==> src/rtl/membrowse_pkg.sv <==
package membrowse_pkg;

  typedef enum logic {
    MODE_BROWSE = 1'b0,
    MODE_EDIT   = 1'b1
  } ui_mode_t;

  // active-high segments, bit0 = a ... bit6 = g
  function automatic logic [6:0] hex_to_seg(input logic [3:0] nib);
    logic [6:0] s;
    case (nib)
      4'h0: s = 7'h3F;
      4'h1: s = 7'h06;
      4'h2: s = 7'h5B;
      4'h3: s = 7'h4F;
      4'h4: s = 7'h66;
      4'h5: s = 7'h6D;
      4'h6: s = 7'h7D;
      4'h7: s = 7'h07;
      4'h8: s = 7'h7F;
      4'h9: s = 7'h6F;
      4'hA: s = 7'h77;
      4'hB: s = 7'h7C;
      4'hC: s = 7'h39;
      4'hD: s = 7'h5E;
      4'hE: s = 7'h79;
      default: s = 7'h71;
    endcase
    return s;
  endfunction

endpackage

==> src/rtl/byte_store.sv <==
module byte_store #(
  parameter int AW = 8,
  parameter int DW = 8
) (
  input  logic          clk,
  input  logic          rst,
  input  logic          wr_en,
  input  logic [AW-1:0] addr,
  input  logic [DW-1:0] wr_data,
  output logic [DW-1:0] rd_data
);
  localparam int DEPTH = 1 << AW;

  logic [DW-1:0] mem_q [DEPTH];

  always_ff @(posedge clk) begin
    if (rst) begin
      for (int i = 0; i < DEPTH; i++) mem_q[i] <= '0;
    end else if (wr_en) begin
      mem_q[addr] <= wr_data;
    end
  end

  assign rd_data = mem_q[addr];


  store_readback_chk: assert property (@(posedge clk) disable iff (rst)
    wr_en |=> (addr != $past(addr)) || (rd_data == $past(wr_data)));

endmodule

==> src/rtl/hex_digit_seg.sv <==
module hex_digit_seg (
  input  logic [3:0] nibble,
  output logic [6:0] seg
);
  import membrowse_pkg::*;

  assign seg = hex_to_seg(nibble);

endmodule

==> src/rtl/ui_ctrl.sv <==
module ui_ctrl #(
  parameter int AW = 8,
  parameter int DW = 8
) (
  input  logic          clk,
  input  logic          rst,
  input  logic          up,
  input  logic          down,
  input  logic          enter,
  input  logic [DW-1:0] rd_data,
  output logic [AW-1:0] addr,
  output logic [DW-1:0] shown,
  output logic          wr_en,
  output logic [DW-1:0] wr_data
);
  import membrowse_pkg::*;

  ui_mode_t      mode_q;
  logic [AW-1:0] addr_q;
  logic [DW-1:0] pend_q;

  // decoded single action per cycle: enter > up > down
  logic act_enter, act_up, act_down;
  assign act_enter = enter;
  assign act_up    = up & ~enter;
  assign act_down  = down & ~up & ~enter;

  logic in_edit;
  assign in_edit = (mode_q == MODE_EDIT);

  always_ff @(posedge clk) begin
    if (rst) begin
      mode_q <= MODE_BROWSE;
      addr_q <= '0;
      pend_q <= '0;
    end else if (act_enter) begin
      mode_q <= in_edit ? MODE_BROWSE : MODE_EDIT;
      if (!in_edit) pend_q <= rd_data;
    end else if (in_edit) begin
      if (act_up)        pend_q <= pend_q + 1'b1;
      else if (act_down) pend_q <= pend_q - 1'b1;
    end else begin
      if (act_up)        addr_q <= addr_q + 1'b1;
      else if (act_down) addr_q <= addr_q - 1'b1;
    end
  end

  assign addr    = addr_q;
  assign shown   = in_edit ? pend_q : rd_data;
  assign wr_en   = in_edit & act_enter;
  assign wr_data = pend_q;


  addr_frozen_in_edit_chk: assert property (@(posedge clk) disable iff (rst)
    in_edit |=> $stable(addr_q));


  addr_up_chk: assert property (@(posedge clk) disable iff (rst)
    (!in_edit && up && !enter) |=> addr_q == AW'($past(addr_q) + 1));


  addr_down_chk: assert property (@(posedge clk) disable iff (rst)
    (!in_edit && down && !up && !enter) |=> addr_q == AW'($past(addr_q) - 1));


  enter_wins_chk: assert property (@(posedge clk) disable iff (rst)
    enter |=> mode_q != $past(mode_q));


  pend_hold_chk: assert property (@(posedge clk) disable iff (rst)
    (in_edit && !enter && !up && !down) |=> $stable(pend_q));

endmodule

==> src/rtl/mem_browse_edit.sv <==
module mem_browse_edit #(
  parameter int AW = 8,
  parameter int DW = 8
) (
  input  logic          clk,
  input  logic          rst,
  input  logic          up_pulse,
  input  logic          down_pulse,
  input  logic          enter_pulse,
  output logic [AW-1:0] addr_leds,
  output logic [6:0]    seg_hi,
  output logic [6:0]    seg_lo
);
  localparam int NDIG = DW / 4;

  logic [AW-1:0] cur_addr;
  logic [DW-1:0] rd_data, shown, wr_data;
  logic          wr_en;
  logic [6:0]    digit_seg [NDIG];

  ui_ctrl #(.AW(AW), .DW(DW)) u_ctrl (
    .clk(clk), .rst(rst),
    .up(up_pulse), .down(down_pulse), .enter(enter_pulse),
    .rd_data(rd_data), .addr(cur_addr), .shown(shown),
    .wr_en(wr_en), .wr_data(wr_data)
  );

  byte_store #(.AW(AW), .DW(DW)) u_store (
    .clk(clk), .rst(rst), .wr_en(wr_en), .addr(cur_addr),
    .wr_data(wr_data), .rd_data(rd_data)
  );

  for (genvar g = 0; g < NDIG; g++) begin : g_digit
    hex_digit_seg u_seg (.nibble(shown[4*g +: 4]), .seg(digit_seg[g]));
  end

  assign addr_leds = cur_addr;
  assign seg_lo    = digit_seg[0];
  assign seg_hi    = digit_seg[NDIG-1];

endmodule

==> config.mk <==
export PLATFORM = sky130hd
export DESIGN_NAME = mem_browse_edit
export DESIGN_NICKNAME = d
export VERILOG_FILES = /design/src/rtl/membrowse_pkg.sv /design/src/rtl/byte_store.sv /design/src/rtl/hex_digit_seg.sv /design/src/rtl/ui_ctrl.sv /design/src/rtl/mem_browse_edit.sv
export SDC_FILE = /design/constraint.sdc
export NUM_CORES = 2
export LEC_CHECK = 0
export BUFFER_PORTS_ARGS = -buffer_cell sky130_fd_sc_hd__buf_4
export CAP_MARGIN = 20
export CELL_PAD_IN_SITES_DETAIL_PLACEMENT = 1
export CELL_PAD_IN_SITES_GLOBAL_PLACEMENT = 1
export CORE_MARGIN = 4
export CORE_UTILIZATION = 40
export DETAILED_ROUTE_END_ITERATION = 10
export GPL_ROUTABILITY_DRIVEN = 0
export HOLD_SLACK_MARGIN = 0.12
export PLACE_DENSITY = 0.68
export SYNTH_ARGS = -nofsm -noshare
export SYNTH_HDL_FRONTEND = slang
export SYNTH_SLANG_ARGS = --single-unit
==> constraint.sdc <==
create_clock -name clk -period 3.9 [get_ports clk]
set_input_delay 0.585 -clock clk [delete_from_list [all_inputs] [get_ports clk]]
set_output_delay 0.585 -clock clk [all_outputs]
set_load 0.05 [all_outputs]
; ---- Yosys cells after proc, flatten, opt, wreduce, memory -nomap -nowiden
; Memories as Yosys holds them, arrays and structs flattened. A register that Yosys moved wholly into a read port is not among the register bits.
; Cells that the tools add are included.
[word_totals]
in_bits = 5
reg_bits = 17
ramBits = 2048
wordCells = 41
mem_bits_ro = 224
mem_count = 3
[op_classes]
bitwise = 7
n_reduce_logical = 6
addsub = 4
n_mux = 18
[memory_table]
columns = name, depth, word_bits, rd, rd_ports_with_merged_regs, write_ports, line_no
row1 = u_store.mem_q, 256, 8, 1, 1, 256, byte_store.sv:14  ; logic [DW-1:0] mem_q [DEPTH];
row2 = (no name shown), 16, 7, 1, 0, 0, membrowse_pkg.sv:11  ; case (nib)
row3 = (no name shown), 16, 7, 1, 0, 0, membrowse_pkg.sv:11
[op_table]
columns = operator, n
row1 = 8-bit 2-to-1 mux, 11
row2 = "8-bit by 1-bit adder with 8-bit output, second input constant", 2
row3 = "8-bit by 1-bit subtractor with 8-bit output, second input constant", 2
row4 = 8-bit OR reduction, 1
row5 = 1-bit 2-to-1 mux, 7
row6 = 1-bit bitwise AND, 4
row7 = 2-bit nonzero test, 2
row8 = 1-bit NOT, 3
row9 = 3-bit AND reduction, 1
row10 = 3-bit nonzero test, 1
row11 = 2-bit AND reduction, 1

; ---- Depth between registers and ports, before layout
[logic_depth]
depth_word = 7
mapped_depth = 21

; ---- Cells and area by module
; A second synthesis with hierarchy kept.
[unflattened]
cells_unflattened = 6504
hier_area_um2 = 96730.3
[modules_own_cells]
columns = mod, area_per_inst_um2, n_inst, cells_each
row1 = byte_store, 94688.3, 1, 6267
row2 = ui_ctrl, 1468.9, 1, 171
row3 = hex_digit_seg, 286.5, 2, 33

; ---- Worst setup path after synthesis
; No wires, ideal clock.
[synth_timing]
path_type = register -> output
start = reg (tool-made name)
end = out seg_hi[5]
t_arrival_ps = 4482
path_slack_ps = -1167
path_stages_with_launch = 16
path_cell_list = dfxtp_1 > buf_6 > buf_8 > buf_6 > buf_6 > buf_6 > mux4_2 > mux4_2 > a221oi_1 > a21oi_1 > nor4_1 > a211o_1 > inv_1 > ha_1 > mux2_2 > o21ai_0
[synth_rtl]
columns = item, line_no
row1 = end: declaration, mem_browse_edit.sv:11  ; output logic [6:0] seg_hi,

==> out/results.txt <==
sw frac -> 29.15%
Routed WL per cell -> 32.18 um
Die Ht -> 504.2 um
Avg Inst Size Synth -> 14.77 um2
Die Wd -> 504.2 um
Crit Path Max Fanout -> 8
LEAKAGE -> 43.94 nW
met3 WL post-DR -> 27300 um
routed vias/inst -> 5.935
clock buffer count from CTS -> 218
All-Layer GR Usage -> 26.20%
Cell variety after synth -> 90
DRT antenna net count -> 0
Slew @ Worst Pin -> 1.473 ns
Final setup viols -> 14
clock buffer depth -> 3
Post-synth ARST share -> 0%
peak supply drop -> 0.4662 mV
syn_nets -> 6703
Top FF cell, synth -> edfxtp_1
fin nets -> 7203
Final Skew -> 0.04642 ns
Hold Path Class -> in -> reg
Skew-Pair Late Insertion Delay -> 0.90 ns
Initial Utilization -> 40.35%
DPL Wire Length -> 231200 um
vias in the first global route -> 64070
CTS H-tree depth -> 4
Post-Syn Instances -> 6670
register area share after synthesis -> 62.94%
RSZ-0062 raised after global routing -> true
filler instances -> 23810
Top Metal Used -> met5
relative slew slack -> 1.801%
IO Pins -> 27
Hold Fails Final Rpt -> 0
Routed WL -> 339900 um
antenna violations before repair -> 13
crit start category -> flop
violated checks -> setup timing
run status -> complete, but fails checks
Max Slew Vio Count -> 0
Clock power frac -> 35.7%
#FFs+latches synth -> 2073
DR iter-0 viols -> 7569
Crit. End Element -> output pin
Switch Pwr -> 17.04 mW
CP max stage cell -> o41ai_4
DRT Pass-1 Iters -> 6
post-route minimum period -> 5.673 ns
Final WS setup -> -1.773 ns
YS warnings -> 0
largest net degree at the start of global routing -> 185
dpl ws -> -1.219 ns
slowest stage delay, CP -> 0.55 ns
synthesized area -> 98500 um2
synthesis-to-finish area growth -> 17.33%
final core occ -> 47.34%
Logic pwr share -> 20.3%
wl on met1 -> 136400 um
CTS clock-pin slew for the worst setup and hold paths -> 0.06 ns
clk sinks -> 2073
CTS tree -> done
Core ar. -> 244100 um2
EDFF count, synth -> 2048
GRT overflow -> 0
crit path cell chain -> buf_12 > buf_16 > buf_12 > buf_12 > mux4_2 > mux2i_4 > o21ai_2 > buf_4 > o2111ai_1 > buf_4 > o41ai_4 > o311ai_4 > o21a_4 > buf_4 > ha_4 > mux4_2 > clkinvlp_4 > buf_8
CP Class -> reg -> out
share of cells above drive strength 1 -> 26.83%
pwr dens -> 505.6 nW/um2
wire length on met2 -> 161500 um
DRC errors left -> 0
CTS Root Cell -> clkbuf_16
period utilisation layout -> 145.5%
global-route wire length before repair -> 484500 um
Sequential Power Share -> 44.0%
die area -> 254300 um2
Worst EP required -> 3.31 ns
vias after detailed routing -> 62690
WP data arrival -> 5.09 ns
FMAX -> 176.3 MHz
I/O Buffers -> 26
internal power -> 41.40 mW
max_cap viols -> 0
Rows -> 181
-- synth_stat cells (19+ instances only) --
library cell	n	area (um2)
a31oi_1	20	125.1
and2_1	1586	9922
or2_2	206	1289
buf_2	46	230.2
a22oi_1	101	758.2
nor2b_1	26	162.7
ha_1	26	325.3
a21oi_1	62	310.3
o21ai_0	33	165.2
a21o_1	63	473.0
buf_6	36	405.4
clkbuf_1	421	1580
nand3_1	48	240.2
and3_1	487	3047
inv_1	19	71.32
nand2_1	130	488.0
mux4_1	69	1813
mux2i_1	185	1852
nor2_1	285	1070
dfxtp_1	25	500.5
a211oi_1	35	262.8
mux4_2	401	9031
buf_4	41	307.8
buf_12	23	460.4
edfxtp_1	2048	61500
-- stage by stage --
step / TNS, ns / power (mW) / hold WS (ns) / std cells / instance area (um2)
after detailed placement: -15.36 / 37.07 / 0.6001 / 10110 / 107100
after floorplan: -4.439 / 31.86 / 0.7626 / 6670 / 98790
after global placement: -14.63 / 36.88 / 0.5877 / 10110 / 107100
after CTS: -22.63 / 58.42 / 0.3219 / 10550 / 115400
after global routing: -24.18 / 60.03 / 0.4088 / 10560 / 115600
final: -22.73 / 58.43 / 0.4097 / 10560 / 115600
-- placed cells by master, fill, tap and decap left out, drive strengths merged, types with 6 or more instances in the layout --
cell        n
a221oi     17
nor3       13
o21ai      36
nand4      11
nor2b      26
a22oi     101
diode       6
xnor2      15
nand3      48
a21oi      62
nand2b     11
and3      487
o211ai      7
inv        24
nand2     130
a31oi      20
nor4       10
and2     1587
or2       206
a2111oi     7
mux4      470
bufinv     20
clkbuf    269
nor2      286
buf       864
o22ai      13
ha         26
a21o       63
edfxtp   2048
a22o       13
dfxtp      25
mux2i     185
mux2       18
a211oi     38
clkinv    111
o31ai      10
-- sequential cells by signal (all words and copies together), names as in the netlist, named ones only --
signal	flops
u_ctrl.addr	8
u_store.mem_q	2048
u_ctrl.in_edit	1
u_ctrl.wr_data	8
-- path summary, 6_finish.rpt --
kind / slack, ns / end / cells after the start / from
worst max-delay path: -1.77 / seg_lo[3] / 18 / flop
worst min-delay path: 0.41 / flop / 5 / down_pulse
worst max register to register: 0.10 / u_ctrl.wr_data[6] / 16 / flop
worst min register to register: 0.63 / flop / 2 / u_ctrl.addr[3]
-- logic make-up after synthesis --
group | count (synthesis) | share of synthesized area [%]
compound gates | 424 | 3.094
xor+xnor | 20 | 0.1778
fa+ha+maj | 28 | 0.3709
buf+inv | 613 | 3.351
flops | 2073 | 62.94
mux | 673 | 13.09
simple gates | 2839 | 16.97
-- routing by layer --
metal	up-vias	track usage, %
li1	25890	-
met1	33310	35.56
met2	2887	42.31
met3	593	4.479
met4	12	10.06
met5	-	0
-- power by group through the flow --
stage,sequential (mW),combinational (mW),clock [mW]
3_5_place_dp,26.2,10.9,0
2_1_floorplan,25.8,6.05,0
5_1_grt,25.7,12.3,22.0
3_3_place_gp,26.1,10.8,0
4_1_cts,25.7,11.6,21.1
6_report,25.7,11.9,20.9
-- layout make-up --
class / instances / area, um2 / share of cell area [%]
clock inverter: 138 / 1318 / 1.140
multi-input combinational: 3984 / 34150 / 29.55
timing repair buffer: 871 / 8259 / 7.146
tap: 3202 / 4006 / 3.466
clock buffer: 267 / 5682 / 4.916
sequential: 2073 / 62050 / 53.69
inverter: 22 / 98.84 / 0.08552
antenna: 6 / 15.01 / 0.01299
-- critical path: cells and delay by family (launching register included) --
family / cells / cell delay [ns]
flip-flops: 1 / 0.36
AO/OA/AOI/OAI: 5 / 1.34
buffers and inverters: 9 / 1.28
multiplexers: 3 / 1.02
adder cells (fa/ha/maj): 1 / 0.16
-- what timing repair did --
action                                  in CTS  in global routing
endpoints found under the setup margin      17                 14
endpoints found under the hold margin        7                  0
hold buffers                                 1                  0
pin swaps                                   22                 22
buffers inserted                            32                  7
resized for setup                          159                 29
cloned                                       5                  2
Power figures use the tool's default switching activity.
